$ cat src/rtl/audctl_pkg.sv
package audctl_pkg;

    localparam int NUM_REGS = 10;
    localparam int IDX_W    = $clog2(NUM_REGS + 1);
    localparam logic [5:0] DEV_ADDR_HI = 6'b100000;
    localparam int MUTE_BIT = 6;

    typedef enum logic [1:0] {
        XS_IDLE,
        XS_ADDR,
        XS_SUB,
        XS_DATA
    } xfer_state_e;

    typedef enum logic [2:0] {
        SND_MONO   = 3'd0,
        SND_PSEUDO = 3'd1,
        SND_STEREO = 3'd2,
        SND_SPAT30 = 3'd3,
        SND_SPAT52 = 3'd4
    } sound_mode_e;

    typedef struct packed {
        logic scl;
        logic sda;
        logic scl_rise;
        logic scl_fall;
        logic start;
        logic stop;
    } bus_evt_t;

    typedef struct packed {
        logic             en;
        logic [IDX_W-1:0] idx;
        logic [7:0]       data;
    } reg_wr_t;

    function automatic logic [7:0] field_mask(input int idx);
        case (idx)
            0, 5, 6:  return 8'h3F;
            1, 2, 3:  return 8'h1F;
            4:        return 8'h0F;
            7:        return 8'h4F;
            8:        return 8'h7F;
            9:        return 8'hFF;
            default:  return 8'h00;
        endcase
    endfunction

    function automatic logic [7:0] reset_value(input int idx);
        if (idx >= 7 && idx <= 9)
            return 8'h01 << MUTE_BIT;
        return 8'h00;
    endfunction

    function automatic sound_mode_e decode_mode(input logic fx2, input logic fx1,
                                                input logic fx0);
        if (fx0) begin
            if (!fx1)
                return SND_STEREO;
            return fx2 ? SND_SPAT52 : SND_SPAT30;
        end
        return fx1 ? SND_PSEUDO : SND_MONO;
    endfunction

endpackage

$ cat src/rtl/i2c_line_sense.sv
module i2c_line_sense
    import audctl_pkg::*;
#(
    parameter int SYNC_STAGES = 2
) (
    input  logic     clk,
    input  logic     rst,
    input  logic     scl_in,
    input  logic     sda_in,
    output bus_evt_t evt
);

    localparam int LAST = SYNC_STAGES - 1;

    logic [SYNC_STAGES-1:0] scl_sh;
    logic [SYNC_STAGES-1:0] sda_sh;
    logic                   scl_prev;
    logic                   sda_prev;

    generate
        if (SYNC_STAGES == 1) begin : g_single
            always_ff @(posedge clk) begin
                if (rst) begin
                    scl_sh <= '1;
                    sda_sh <= '1;
                end else begin
                    scl_sh <= scl_in;
                    sda_sh <= sda_in;
                end
            end
        end else begin : g_chain
            always_ff @(posedge clk) begin
                if (rst) begin
                    scl_sh <= '1;
                    sda_sh <= '1;
                end else begin
                    scl_sh <= {scl_sh[SYNC_STAGES-2:0], scl_in};
                    sda_sh <= {sda_sh[SYNC_STAGES-2:0], sda_in};
                end
            end
        end
    endgenerate

    always_ff @(posedge clk) begin
        if (rst) begin
            scl_prev <= 1'b1;
            sda_prev <= 1'b1;
        end else begin
            scl_prev <= scl_sh[LAST];
            sda_prev <= sda_sh[LAST];
        end
    end

    always_comb begin
        evt.scl      = scl_sh[LAST];
        evt.sda      = sda_sh[LAST];
        evt.scl_rise = scl_sh[LAST] && !scl_prev;
        evt.scl_fall = !scl_sh[LAST] && scl_prev;
        evt.start    = scl_sh[LAST] && scl_prev && sda_prev && !sda_sh[LAST];
        evt.stop     = scl_sh[LAST] && scl_prev && !sda_prev && sda_sh[LAST];
    end

endmodule

$ cat src/rtl/i2c_write_engine.sv
module i2c_write_engine
    import audctl_pkg::*;
(
    input  logic     clk,
    input  logic     rst,
    input  bus_evt_t evt,
    input  logic     addr_sel,
    output logic     sda_pull,
    output reg_wr_t  wr
);

    xfer_state_e      state;
    logic [3:0]       bit_cnt;
    logic [7:0]       shreg;
    logic             in_ack;
    logic [IDX_W-1:0] ptr;
    logic             addr_hit;
    logic             ptr_valid;

    assign addr_hit  = (shreg == {DEV_ADDR_HI, addr_sel, 1'b0});
    assign ptr_valid = (ptr < IDX_W'(NUM_REGS));

    always_ff @(posedge clk) begin
        if (rst) begin
            state    <= XS_IDLE;
            bit_cnt  <= '0;
            shreg    <= '0;
            in_ack   <= 1'b0;
            sda_pull <= 1'b0;
            ptr      <= IDX_W'(NUM_REGS);
            wr       <= '0;
        end else begin
            wr.en <= 1'b0;
            if (evt.start) begin
                state    <= XS_ADDR;
                bit_cnt  <= '0;
                in_ack   <= 1'b0;
                sda_pull <= 1'b0;
            end else if (evt.stop) begin
                state    <= XS_IDLE;
                bit_cnt  <= '0;
                in_ack   <= 1'b0;
                sda_pull <= 1'b0;
            end else if (state != XS_IDLE) begin
                if (!in_ack) begin
                    if (evt.scl_rise && bit_cnt < 4'd8) begin
                        shreg   <= {shreg[6:0], evt.sda};
                        bit_cnt <= bit_cnt + 4'd1;
                    end else if (evt.scl_fall && bit_cnt == 4'd8) begin
                        case (state)
                            XS_ADDR: begin
                                if (addr_hit) begin
                                    in_ack   <= 1'b1;
                                    sda_pull <= 1'b1;
                                end else begin
                                    state <= XS_IDLE;
                                end
                            end
                            XS_SUB: begin
                                in_ack   <= 1'b1;
                                sda_pull <= 1'b1;
                                ptr      <= (shreg < 8'(NUM_REGS)) ? shreg[IDX_W-1:0]
                                                                   : IDX_W'(NUM_REGS);
                            end
                            default: begin
                                in_ack   <= 1'b1;
                                sda_pull <= 1'b1;
                            end
                        endcase
                    end
                end else begin
                    if (evt.scl_rise && state == XS_DATA && ptr_valid) begin
                        wr.en   <= 1'b1;
                        wr.idx  <= ptr;
                        wr.data <= shreg;
                        ptr     <= ptr + IDX_W'(1);
                    end
                    if (evt.scl_fall) begin
                        in_ack   <= 1'b0;
                        sda_pull <= 1'b0;
                        bit_cnt  <= '0;
                        if (state == XS_ADDR)
                            state <= XS_SUB;
                        else if (state == XS_SUB)
                            state <= XS_DATA;
                    end
                end
            end
        end
    end

    // the pull starts only right after an SCL fall
    a_r11_pull_after_fall: assert property (@(posedge clk) disable iff (rst)
        $rose(sda_pull) |-> $past(evt.scl_fall));

    // a STOP always frees the line
    a_r11_stop_releases: assert property (@(posedge clk) disable iff (rst)
        evt.stop |=> !sda_pull);

    // no write leaves the register map
    a_r4_write_in_map: assert property (@(posedge clk) disable iff (rst)
        wr.en |-> (wr.idx < IDX_W'(NUM_REGS)));

    // a write follows an SCL rising edge
    a_r2_write_on_rise: assert property (@(posedge clk) disable iff (rst)
        wr.en |-> $past(evt.scl_rise));

endmodule

$ cat src/rtl/audctl_reg_bank.sv
module audctl_reg_bank
    import audctl_pkg::*;
(
    input  logic                     clk,
    input  logic                     rst,
    input  reg_wr_t                  wr,
    output logic [NUM_REGS-1:0][7:0] regs
);

    generate
        for (genvar g = 0; g < NUM_REGS; g++) begin : g_reg
            logic [7:0] q;
            always_ff @(posedge clk) begin
                if (rst)
                    q <= reset_value(g);
                else if (wr.en && wr.idx == IDX_W'(g))
                    q <= wr.data & field_mask(g);
            end
            assign regs[g] = q;
        end
    endgenerate

    // all three mutes are active as reset ends
    a_r6_mutes_after_reset: assert property (@(posedge clk) disable iff (rst)
        $fell(rst) |-> (regs[7][MUTE_BIT] && regs[8][MUTE_BIT] && regs[9][MUTE_BIT]));

    // contents only move on a write strobe
    a_r7_hold_without_write: assert property (@(posedge clk) disable iff (rst)
        !wr.en |=> $stable(regs));

endmodule

$ cat src/rtl/audctl_i2c_regs.sv
module audctl_i2c_regs
    import audctl_pkg::*;
#(
    parameter int SYNC_STAGES = 2
) (
    input  logic       clk,
    input  logic       rst,
    input  logic       scl_in,
    input  logic       sda_in,
    input  logic       addr_sel,
    output logic       sda_pull,
    output logic [5:0] spk_vol,
    output logic [4:0] spk_bal_l,
    output logic [4:0] spk_bal_r,
    output logic [4:0] spk_bass,
    output logic [3:0] spk_treble,
    output logic [5:0] hp_vol_l,
    output logic [5:0] hp_vol_r,
    output logic [3:0] hp_src,
    output logic [3:0] scart_src,
    output logic [3:0] spk_src,
    output logic       hp_mute,
    output logic       scart_mute,
    output logic       spk_mute,
    output logic [2:0] fx_bits,
    output logic [2:0] sound_mode,
    output logic       port_a,
    output logic       port_b
);

    bus_evt_t                 evt;
    reg_wr_t                  wr;
    logic [NUM_REGS-1:0][7:0] regs;
    sound_mode_e              mode;

    i2c_line_sense #(.SYNC_STAGES(SYNC_STAGES)) u_sense (
        .clk    (clk),
        .rst    (rst),
        .scl_in (scl_in),
        .sda_in (sda_in),
        .evt    (evt)
    );

    i2c_write_engine u_engine (
        .clk      (clk),
        .rst      (rst),
        .evt      (evt),
        .addr_sel (addr_sel),
        .sda_pull (sda_pull),
        .wr       (wr)
    );

    audctl_reg_bank u_bank (
        .clk  (clk),
        .rst  (rst),
        .wr   (wr),
        .regs (regs)
    );

    always_comb begin
        spk_vol    = regs[0][5:0];
        spk_bal_l  = regs[1][4:0];
        spk_bal_r  = regs[2][4:0];
        spk_bass   = regs[3][4:0];
        spk_treble = regs[4][3:0];
        hp_vol_l   = regs[5][5:0];
        hp_vol_r   = regs[6][5:0];
        hp_src     = regs[7][3:0];
        scart_src  = regs[8][3:0];
        spk_src    = regs[9][3:0];
        hp_mute    = regs[7][MUTE_BIT];
        scart_mute = regs[8][MUTE_BIT];
        spk_mute   = regs[9][MUTE_BIT];
        port_a     = regs[8][5];
        port_b     = regs[8][4];
        fx_bits    = {regs[9][7], regs[9][5], regs[9][4]};
        mode       = decode_mode(regs[9][7], regs[9][5], regs[9][4]);
        sound_mode = mode;
    end

endmodule

$ cat config.mk
export PLATFORM = sky130hd
export DESIGN_NAME = audctl_i2c_regs
export DESIGN_NICKNAME = d
export VERILOG_FILES = /design/src/rtl/audctl_pkg.sv /design/src/rtl/i2c_line_sense.sv /design/src/rtl/i2c_write_engine.sv /design/src/rtl/audctl_reg_bank.sv /design/src/rtl/audctl_i2c_regs.sv
export SDC_FILE = /design/constraint.sdc
export NUM_CORES = 1
export LEC_CHECK = 0
export ABC_AREA = 0
export BUFFER_PORTS_ARGS = -buffer_cell sky130_fd_sc_hd__buf_2
export CORE_MARGIN = 1.5
export CORE_UTILIZATION = 45
export CTS_CLUSTER_DIAMETER = 80
export CTS_CLUSTER_SIZE = 10
export DETAILED_ROUTE_END_ITERATION = 7
export PLACE_DENSITY = 0.78
export SYNTH_ARGS = -nofsm -noshare
export SYNTH_HDL_FRONTEND = slang
export SYNTH_SLANG_ARGS = --single-unit
export TNS_END_PERCENT = 1
$ cat constraint.sdc
create_clock -name clk -period 1.8 [get_ports clk]
set_clock_uncertainty 0.05 [all_clocks]
set_input_delay 0.09 -clock clk [delete_from_list [all_inputs] [get_ports clk]]
set_output_delay 0.09 -clock clk [all_outputs]
set_load 0.005 [all_outputs]
# After elaboration in Yosys (flattened, before gate mapping)
# Cells that the tools add are included.
# totals
input_bits,5
regBits,96
elab_cells,142
output_inout_bits,61
# classes
n_bitwise,4
order_cmp,3
n_addsub,2
reduce_logical,45
muxes,42
n_eq_ne,22
# op_table
operator,n
4-bit 2-to-1 mux,9
1-bit logical AND,21
7-bit AND reduction,3
1-bit 2-to-1 mux,19
4-bit by 3-bit equality test with 1-bit output (second input constant),4
2-bit 2-to-1 mux,8
3-bit 2-to-1 mux,5
5-bit AND reduction,3
13-bit 2-to-1 mux,1
4-bit equality test (second input constant),3
4-bit by 3-bit inequality test with 1-bit output (second input constant),3
2-bit nonzero test,6
4-bit nonzero test,3
4-bit by 1-bit adder with 4-bit output (second input constant),2
4-bit by 2-bit equality test with 1-bit output (second input constant),2
8-bit equality test,1
4-bit < comparator (second input constant),2
8-bit by 4-bit < comparator with 1-bit output (second input constant),1
2-bit by 1-bit inequality test with 1-bit output (second input constant),3
5-bit OR reduction,1
2-bit equality test (second input constant),2
4-bit by 1-bit equality test with 1-bit output (second input constant),1
1-bit zero test,4
4-bit zero test,1
other kinds (7),10

# Logic depth before layout (Yosys ltp)
# Gate-level depths: netlist of the first run.
# depth
ltp_word,9
depth_mapped,8

# Cells and area by module
# A second synthesis of the first run with hierarchy kept.
# unflattened
hier_cells,427
hier_area_um2,4264.1
# by_module_without_submodules
mod,cells_per_inst,area_per_inst_um2,seq_area_each_um2,instances
audctl_reg_bank,235,2459.9,1141.1,1
i2c_write_engine,171,1577.8,660.6,1
i2c_line_sense,18,205.2,120.1,1
audctl_i2c_regs,3,21.3,0.0,1

# Worst setup path after synthesis of the first run
# No wires, ideal clock.
# synth_timing
path_type,reg-to-reg
from,reg u_engine.state[0]
to,reg u_engine.sda_pull
t_required_ns,1.633
arrival_time_ns,1.600
setup_time_ns,0.117
stages_incl_launch_ff,7
setup_slack_ns,0.033
path_buffers,0
synth_period_minus_slack_ns,1.767
cell_sequence,dfxtp_1 inv_1 ha_1 or3b_2 nor2_1 nor2_1 a22o_1
# synth_via
elab_chain_len,5
elab_cells_between_ends,8
classes_between,2 x eq/ne; 4 x mux; 2 x reduce/logical
# synth_lines
element,line,rtl
"start, declared",i2c_write_engine.sv:12,xfer_state_e state;
"start signal, assigned",i2c_write_engine.sv:25,state <= XS_IDLE;
"start signal, assigned",i2c_write_engine.sv:35,state <= XS_ADDR;
"start signal, assigned",i2c_write_engine.sv:40,state <= XS_IDLE;
2-bit by 1-bit equality test with 1-bit output,i2c_write_engine.sv:50,case (state)
1-bit 2-to-1 mux,i2c_write_engine.sv:50,
1-bit 2-to-1 mux,i2c_write_engine.sv:49,end else if (evt.scl_fall && bit_cnt == 4'd8) begin
1-bit 2-to-1 mux,i2c_write_engine.sv:46,if (evt.scl_rise && bit_cnt < 4'd8) begin
1-bit 2-to-1 mux,i2c_write_engine.sv:45,if (!in_ack) begin
"end signal, assigned",i2c_write_engine.sv:43,sda_pull <= 1'b0;
"end signal, assigned",i2c_write_engine.sv:54,sda_pull <= 1'b1;
"end signal, assigned",i2c_write_engine.sv:61,sda_pull <= 1'b1;
"end, declared",i2c_write_engine.sv:8,"output logic sda_pull,"
# Several ways; a longest one is shown, not always the timed one. The select of a mux whose other input is x is not followed.
# A chain may end at the register's enable or synchronous reset.

# Worst setup path in the final report of the first run
# Same ends and word-level chain as after synthesis.

==> impl_metrics.toml, run 1 <==
[timing]
max_freq_ghz = 0.589
setup_viol = 0
rsz0062_at_grt = "false"
layout_min_cycle_time_ps = 1700
tightest_slew_ps = 818
setup_tns_ps = 0
max-slew-margin-rel_pct = 45.5
final.period_utilization_pct = 94.4
hold_viol = 0
slew_violations = 0

[floorplanning]
die_area_um2 = 9130
initial_utilization_pct = 46.7
die_h_um = 95.5
io_pins = 66
fp.coreArea_um2 = 8260
row_count = 33
die_w_um = 95.5

[global_route]
grt_pass1_vias = 2926
grt_pass1_wl_um = 13800
antenna_found_initial = 0
grt_max_degree = 85
grt-ovfl-total = 0
grt_usage_pct = 19.5

[worst_setup_path]
cp_cell_sequence = "inv_1, ha_2, or3b_2, nor2_1, nor2_1, a22o_1"
cp.arrival_ps = 1910
cpMostUsedCell = "nor2_1"
reg2reg_slack_ps = 100
cp_slowest_cell = "or3b_2"
critPathLaunchType = "flop"
reg2regPathDepth = 6
r2r_end = "u_engine.sda_pull$_SDFFE_PP0P_"
endpoint_kind = "flop"
cpPeakStageDelay_ps = 480
worstPathMaxFanout = 3
crit_buf_inv = 1
cp.required_ps = 2010
path_class = "reg -> reg"
rr_startpoint = "u_engine.state[0]$_SDFFE_PP0P_"
cp_top_family = "simple AND/OR/NAND/NOR gates"

[placement]
port_buffers = 65
gp_congestion = 0.881
dpl.hpwl_um = 5980
dp_cells = 578
place_area_um2 = 4320

[min_path]
whs_path_depth = 3
min-delay-start = "rst"
hold_path.class = "in -> reg"
min_to = "u_bank.g_reg[9].q[6]$_SDFFE_PP1P_"

[routing]
ant_nets = 0
num_vias = 3141
drc = 0
drt-initial-drc-count = 239
viasPerCell = 5.27
routed_wl_um = 8590
wire_per_inst_um = 14.4
dr.pass1.iters = 4

[yosys]
synth_area_leader_cell = "dfxtp_1"
yosys_warnings = 0
async_reset_ff_share_pct = 0
yosys-top-cells-area = "dfxtp_1, mux2i_1, nand2_1, nor2_1, a21oi_1"
yosys_most_used_dff = "dfxtp_1"
synth_cells = 417
synth.yosys.seq_area_share_pct = 49.9
yosysTopAreaCellShare_pct = 49.9
synth-edff-count = 0
avgSynthCellArea_um2 = 9.24
syn_area_um2 = 3850
syn_nets = 429
synth_cell_types = 47
ys_ff_latch = 96

[run_status]
status = "completed"

[cts]
htree_levels = 3
root_buffer = "clkbuf_8"
clock_latency_ps = 360
clk_pin_slew_worst_paths_ps = 100
cts.sinks = 96
post_cts.repair.setup_buffers = 0
numCtsBuffers = 9
cts_tree = "done"
clk_path_buf_depth = 2

[power_and_ir_drop]
seq_power_share_pct = 57.6
pwr-share-comb_pct = 1.8
intPower_mw = 2.83
vdd_drop_max_mv = 0.458
total_leakage_power_nw = 1.94
switching_share_pct = 23.5
clkPwrFrac_pct = 40.6
power_mw = 3.71
netSwitchingPower_uw = 871
power_density_nw_per_um2 = 813

[layout]
layout_common_cells = "dfxtp_1, buf_2, nand2_1"
final_cells = 596
finalNetCount = 498
fin_area_um2 = 4560
diodes = 0
post-route-util_pct = 55.2
drive_gt1_share_pct = 23.2
final_common_cell = "dfxtp_1"
area_growth_pct = 18.4

[run]
maxCapViolCount = 0
[how the worst max path moves through the flow]
stage                              startpoint                        endpoint  cells past startpoint
2_1_floorplan  u_engine.state[0]$_SDFFE_PP0P_  u_engine.sda_pull$_SDFFE_PP0P_                      6
3_3_place_gp   u_engine.state[0]$_SDFFE_PP0P_  u_engine.sda_pull$_SDFFE_PP0P_                      6
3_5_place_dp   u_engine.state[0]$_SDFFE_PP0P_  u_engine.sda_pull$_SDFFE_PP0P_                      6
4_1_cts        u_engine.state[0]$_SDFFE_PP0P_  u_engine.sda_pull$_SDFFE_PP0P_                      6
5_1_grt        u_engine.state[0]$_SDFFE_PP0P_  u_engine.sda_pull$_SDFFE_PP0P_                      6
6_report       u_engine.state[0]$_SDFFE_PP0P_  u_engine.sda_pull$_SDFFE_PP0P_                      6
[cell families (layout without fill, tap and decap cells)]
| group | Yosys count | count (layout) | share of synthesized area [%] |
|---|---|---|---|
| DFF | 96 | 96 | 49.9 |
| buffers and inverters | 31 | 105 | 3.41 |
| xor gates and xnor gates | 3 | 3 | 0.682 |
| AOI/OAI and AO/OA | 55 | 55 | 8.54 |
| muxes | 52 | 52 | 13.5 |
| and+or+nand+nor | 173 | 173 | 21.7 |
| adders and majority gates | 7 | 7 | 2.27 |
[Yosys cell counts, types with 2 or more instances]
library cell  count
nor2_1           57
nor3_1            3
a21oi_1          31
buf_4             3
nand4_1           4
o21ai_0           8
o22ai_1           3
ha_1              7
nand2_1          64
mux2i_1          52
dfxtp_1          96
or2_2             6
and4_1            2
xnor2_1           2
nor2_2            2
buf_2             3
a21boi_0          2
and3b_1           3
inv_1             6
nand3b_1          2
nand3_1          16
o221ai_1          2
nor3b_4           2
clkbuf_1         18
[power groups by stage]
stage	Combinational (mW)	Clock, mW	Sequential (mW)
CTS	0.0668	1.53	2.13
floorplan	0.0448	0	2.18
detailed placement	0.0630	0	2.18
global placement	0.0607	0	2.18
global route	0.0743	1.62	2.14
finish	0.0671	1.50	2.13
[sequential cells by signal (all words and copies together), names as in the netlist, 2 cells and up]
name / cells
u_bank.g.q: 57
u_engine.wr: 13
u_engine.shreg: 8
u_engine.bit_cnt: 4
u_engine.ptr: 4
u_engine.state: 2
u_sense.scl_sh: 2
u_sense.sda_sh: 2
[timing repair]
action / 4_1_cts / 5_1_grt
setup endpoints to repair: 0 / 14
gates resized for setup: 0 / 1
endpoints found under the hold margin: 2 / 0
hold buffers: 2 / 0
[layout make-up]
cell class / instances / area (µm²)
fill: 731 / 3700
sequential: 96 / 1920
multi-input combinational: 290 / 1800
timing repair buffer: 82 / 458
tap: 105 / 131
clock buffer: 9 / 124
clock inverter: 7 / 96.3
inverter: 7 / 26.3
[routing by layer]
layer	up-vias	routed length, µm	GRT usage (%)	share of wire [%]
li1	1561	-	-	-
met5	-	0	0	0
met4	0	146	7.60	1.7
met1	1482	3890	25.6	45
met3	16	370	3.35	4.3
met2	82	4180	31.6	49
[stage by stage]
step / setup slack (ps) / hold WS, ps
6_report: 101 / 81.7
4_1_cts: 44.6 / 65.3
5_1_grt: 21.4 / 101
3_5_place_dp: 66.0 / 232
2_1_floorplan: 33.0 / 144
3_3_place_gp: 122 / 232
[worst min-delay path, cell delays in order]
cell,delay (ps)
buf_2,110
clkinv_1,170
nand2_1,70
(Power assumes the default switching activity.)
==> run 2, diff against run 1 <==
--- a/config.mk
+++ b/config.mk
@@ -7,12 +7,16 @@
 export LEC_CHECK = 0
 export ABC_AREA = 0
 export BUFFER_PORTS_ARGS = -buffer_cell sky130_fd_sc_hd__buf_2
+export CELL_PAD_IN_SITES_DETAIL_PLACEMENT = 1
+export CELL_PAD_IN_SITES_GLOBAL_PLACEMENT = 1
 export CORE_MARGIN = 1.5
-export CORE_UTILIZATION = 45
+export CORE_UTILIZATION = 38
+export CTS_BUF_LIST = sky130_fd_sc_hd__clkbuf_8 sky130_fd_sc_hd__clkbuf_16
 export CTS_CLUSTER_DIAMETER = 80
 export CTS_CLUSTER_SIZE = 10
 export DETAILED_ROUTE_END_ITERATION = 7
-export PLACE_DENSITY = 0.78
+export PLACE_DENSITY = 0.84
+export SETUP_SLACK_MARGIN = 0.3
 export SYNTH_ARGS = -nofsm -noshare
 export SYNTH_HDL_FRONTEND = slang
 export SYNTH_SLANG_ARGS = --single-unit
==> impl_metrics.toml, run 2 (same netlist as run 1, synthesis figures left out) <==
[routing]
wire_per_inst_um = 17.4
ant_nets = 0
num_vias = 3270
dr.pass1.iters = 4
drt-initial-drc-count = 168
viasPerCell = 5.18
drc = 0
routed_wl_um = 10900

[timing]
setup_tns_ps = 0
max-slew-margin-rel_pct = 58.5
slew_violations = 0
layout_min_cycle_time_ps = 1690
hold_ws_ps = 123
rsz0062_at_grt = "true"
max_freq_ghz = 0.593
tightest_slew_ps = 622
hold_viol = 0
setup_ws_ps = 113
setup_viol = 0
final.period_utilization_pct = 93.7

[layout]
multi_input_area_um2 = 1860
post-route-util_pct = 48.5
largest_reg_flops = 57
final_cells = 631
reg_top3 = "u_bank.g.q (57), u_engine.wr (13), u_engine.shreg (8)"
fillCellCount = 1195
top_register = "u_bank.g.q"
diodes = 0
finalNetCount = 506
final-seq-area_um2 = 1930
area_growth_pct = 23.7
final_common_cell = "dfxtp_1"
fin_area_um2 = 4770
drive_gt1_share_pct = 27.5
layout_common_cells = "dfxtp_1, buf_2, nand2_1"

[cts]
htree_levels = 3
numCtsBuffers = 9
clock_latency_ps = 380
cts_tree = "done"
clk_pin_slew_worst_paths_ps = 90
cts.sinks = 96
clk_path_buf_depth = 2
root_buffer = "clkbuf_8"

[worst_setup_path]
reg2regPathDepth = 5
reg2reg_slack_ps = 110
cp.arrival_ps = 1930
cpPeakStageDelay_ps = 410
cp_top_family = "compound AO/OA/AOI/OAI gates"
rr_startpoint = "u_engine.ptr[1]$_SDFFE_PP1P_"
r2r_end = "u_engine.wr[10]$_SDFFE_PP0P_"
cp.required_ps = 2050
crit_buf_inv = 1
cp_slowest_cell = "o21ai_0"
crit_cells = 5
path_class = "reg -> reg"
cp_cell_sequence = "o21ai_0, and4_4, buf_8, nand2_1, a21oi_1"
endpoint_kind = "flop"
critPathLaunchType = "flop"
cp-startpoint = "u_engine.ptr[1]$_SDFFE_PP1P_"
worstPathMaxFanout = 6

[run_status]
status = "completed"

[placement]
port_buffers = 65
place_area_um2 = 4400
dp_cells = 606
gp_congestion = 0.804
dpl.hpwl_um = 7100
post-place-ws_ps = 59.7

[min_path]
whs_path_depth = 4
min-delay-start = "rst"
hold_path.class = "in -> reg"
min_to = "u_bank.g_reg[9].q[6]$_SDFFE_PP1P_"

[floorplanning]
die_w_um = 104
die_h_um = 104
io_pins = 66
fp.coreArea_um2 = 9820
initial_utilization_pct = 39.2
die_area_um2 = 10800
row_count = 36

[power_and_ir_drop]
power_mw = 3.68
power_density_nw_per_um2 = 772
vdd_drop_max_mv = 0.450
total_leakage_power_nw = 2.01

[run]
maxCapViolCount = 0

[global_route]
antenna_found_initial = 0
grt_max_degree = 85
grt_pass1_wl_um = 18100
grt_usage_pct = 21.2
grt_pass1_vias = 3468
grt-ovfl-total = 0
-- run 2: cell count changes in the layout (fill, tap and decap cells not counted), moves of 2 or more --
cell,previous run,this run
buf_6,0,3
dfxtp_1,96,93
inv_6,0,3
inv_8,3,0
and4_1,2,0
and4_4,0,2
buf_12,0,2
dfxtp_2,0,2
inv_1,6,4
o22ai_1,3,1
o22ai_2,0,2
-- run 2: worst max path at each step --
stage	slack, ps	to
final	110	u_engine.wr[10]$_SDFFE_PP0P_
after floorplan	300	u_engine.ptr[2]$_SDFFE_PP0P_
after detailed placement	60	u_engine.wr[9]$_SDFFE_PP0P_
after global routing	60	u_engine.wr[10]$_SDFFE_PP0P_
after CTS	220	u_engine.wr[8]$_SDFFE_PP0P_
after global placement	180	u_engine.wr[7]$_SDFFE_PP0P_
-- run 2: cell type report --
| cell class | count | area share, % |
|---|---|---|
| clock buffers | 10 | 2.89 |
| multi-input cells | 290 | 39.0 |
| flip-flops and latches | 96 | 40.4 |
| clock inverters | 5 | 1.34 |
| well taps | 133 | 3.49 |
| repair buffers | 90 | 12.2 |
| inverters | 7 | 0.604 |
-- run 2: worst min-delay path: cells and delay by family --
family	cells	cell delay [ps]
buf+inv	3	350
simple gates	1	60
-- run 2: layer usage --
layer	vias to the layer above	track usage (%)	share of wire, %
met5	-	0	0
li1	1571	-	-
met4	0	6.94	1.9
met3	16	3.46	2.3
met2	66	38.5	52
met1	1617	25.3	44
-- run 2: repair_timing --
| item | 4_1_cts | 5_1_grt |
|---|---|---|
| endpoints found under the hold margin | 2 | 0 |
| pin swaps | 4 | 3 |
| hold buffers | 2 | 0 |
| resized for setup | 13 | 5 |
| endpoints found under the setup margin | 68 | 90 |
| setup buffers | 6 | 1 |
| cloned | 1 | 0 |
-- run 2: power breakdown --
part	switching, mW	total [mW]	leakage (nW)	internal (mW)
Sequential	0.00425	2.13	0.776	2.13
Combinational	0.0493	0.0772	1.13	0.0278
Clock	0.785	1.47	0.0998	0.688
==> run 3, diff against run 2 <==
--- a/config.mk
+++ b/config.mk
@@ -16,6 +16,7 @@
 export CTS_CLUSTER_SIZE = 10
 export DETAILED_ROUTE_END_ITERATION = 7
 export PLACE_DENSITY = 0.84
+export REMOVE_ABC_BUFFERS = 1
 export SETUP_SLACK_MARGIN = 0.3
 export SYNTH_ARGS = -nofsm -noshare
 export SYNTH_HDL_FRONTEND = slang
==> impl_metrics.toml, run 3 (same netlist as run 1, synthesis figures left out) <==
[worst_setup_path]
crit_end = "u_engine.state[0]$_SDFFE_PP0P_"
endpoint_kind = "flop"
cp.arrival_ps = 1860
reg2reg_slack_ps = 180
worstPathMaxFanout = 4
cp.required_ps = 2050
cp-startpoint = "u_engine.state[0]$_SDFFE_PP0P_"
critPathLaunchType = "flop"
reg2regPathDepth = 7
path_class = "reg -> reg"
r2r_end = "u_engine.state[0]$_SDFFE_PP0P_"
rr_startpoint = "u_engine.state[0]$_SDFFE_PP0P_"

[routing]
wire_per_inst_um = 15.7
routed_wl_um = 9800
drc = 0
num_vias = 3181
viasPerCell = 5.08
ant_nets = 0
dr.pass1.iters = 4
drt-initial-drc-count = 140

[timing]
slew_violations = 0
setup_tns_ps = 0
max_freq_ghz = 0.619
tightest_slew_ps = 825
rsz0062_at_grt = "true"
hold_ws_ps = 90.8
setup_viol = 0
final.period_utilization_pct = 89.7
layout_min_cycle_time_ps = 1620
max-slew-margin-rel_pct = 45.0
hold_viol = 0

[power_and_ir_drop]
total_leakage_power_nw = 1.95
power_mw = 3.51
power_density_nw_per_um2 = 757
vdd_drop_max_mv = 0.292

[run_status]
status = "completed"

[layout]
drive_gt1_share_pct = 26.4
final-seq-area_um2 = 1930
area_growth_pct = 20.3
layout_common_cells = "dfxtp_1, buf_2, nand2_1"
fillCellCount = 1176
multi_input_area_um2 = 1850
largest_reg_flops = 57
top_register = "u_bank.g.q"
diodes = 0
finalNetCount = 500
reg_top3 = "u_bank.g.q (57), u_engine.wr (13), u_engine.shreg (8)"
final_common_cell = "dfxtp_1"
fin_area_um2 = 4640

[cts]
clock_latency_ps = 370
numCtsBuffers = 9
cts.sinks = 96
clk_pin_slew_worst_paths_ps = 100
htree_levels = 3
cts_tree = "done"
root_buffer = "clkbuf_8"
clk_path_buf_depth = 2

[global_route]
grt_usage_pct = 18.6
grt-ovfl-total = 0
grt_max_degree = 85
grt_pass1_wl_um = 16000
grt_pass1_vias = 3247
antenna_found_initial = 0

[run]
maxCapViolCount = 0

[floorplanning]
die_area_um2 = 10800
die_w_um = 104
fp.coreArea_um2 = 9820
initial_utilization_pct = 39.2
row_count = 36
die_h_um = 104
io_pins = 66

[placement]
place_area_um2 = 4350
dpl.hpwl_um = 6870
port_buffers = 65
gp_congestion = 0.813

[min_path]
hold_path.class = "in -> reg"
[run 3: per-layer routing]
| metal | vias to the layer above | share of wire (%) | global-route usage (%) | routed length, µm |
|---|---|---|---|---|
| li1 | 1564 | - | - | - |
| met1 | 1539 | 44 | 21.2 | 4320 |
| met2 | 63 | 51 | 33.8 | 4950 |
| met3 | 15 | 3.6 | 4.72 | 353 |
| met4 | 0 | 1.8 | 6.15 | 174 |
| met5 | - | 0 | 0 | 0 |
[run 3: layout make-up]
cell class	instances	share of cell area, %
clock inverter	7	1.16
tap	133	3.59
inverter	7	0.567
sequential	96	41.5
timing repair buffer	84	10.6
multi-input combinational	290	39.8
clock buffer	9	2.67
[run 3: worst min-delay path by stage]
| stage | from | end | slack, ps | cells past startpoint |
|---|---|---|---|---|
| 2_1_floorplan | rst | u_engine.ptr[2]$_SDFFE_PP0P_ | 110 | 1 |
| 3_3_place_gp | scl_in | u_sense.scl_sh[0]$_SDFF_PP1_ | 220 | 2 |
| 3_5_place_dp | scl_in | u_sense.scl_sh[0]$_SDFF_PP1_ | 230 | 2 |
| 4_1_cts | rst | u_bank.g_reg[7].q[6]$_SDFFE_PP1P_ | 80 | 3 |
| 5_1_grt | rst | u_bank.g_reg[7].q[6]$_SDFFE_PP1P_ | 100 | 3 |
| 6_report | rst | u_bank.g_reg[7].q[6]$_SDFFE_PP1P_ | 90 | 3 |
[run 3: stage by stage]
| stage | util, % | std cells | setup WS, ps |
|---|---|---|---|
| 2_1_floorplan | - | 393 | -120 |
| 3_3_place_gp | 44.3 | 606 | 90.0 |
| 3_5_place_dp | 44.3 | 606 | 3.44 |
| 4_1_cts | 47.0 | 626 | 195 |
| 5_1_grt | 47.2 | 626 | 84.5 |
| 6_report | 47.2 | 626 | 185 |
[run 3: where the power goes]
group | switching, mW | internal, mW | total, mW | leakage [nW]
Combinational | 0.0459 | 0.0224 | 0.0682 | 1.08
Clock | 0.791 | 0.517 | 1.31 | 0.0944
Sequential | 0.00641 | 2.13 | 2.13 | 0.775
Total | 0.843 | 2.67 | 3.51 | 1.95
[run 3: critical path, stage by stage, from the launching register on]
cell and delay [ps]:
dfxtp_2 360, inv_2 50, ha_4 170, nor3b_4 230, buf_4 160, o21ai_0 110
o22ai_1 180, mux2i_1 220
[run 3: repair_timing]
action                                 CTS  global route
pin swaps                                3             4
setup buffers                            2             0
endpoints found under the hold margin    2             0
resized for setup                       14             8
hold buffers                             2             0
setup endpoints to repair               77            89
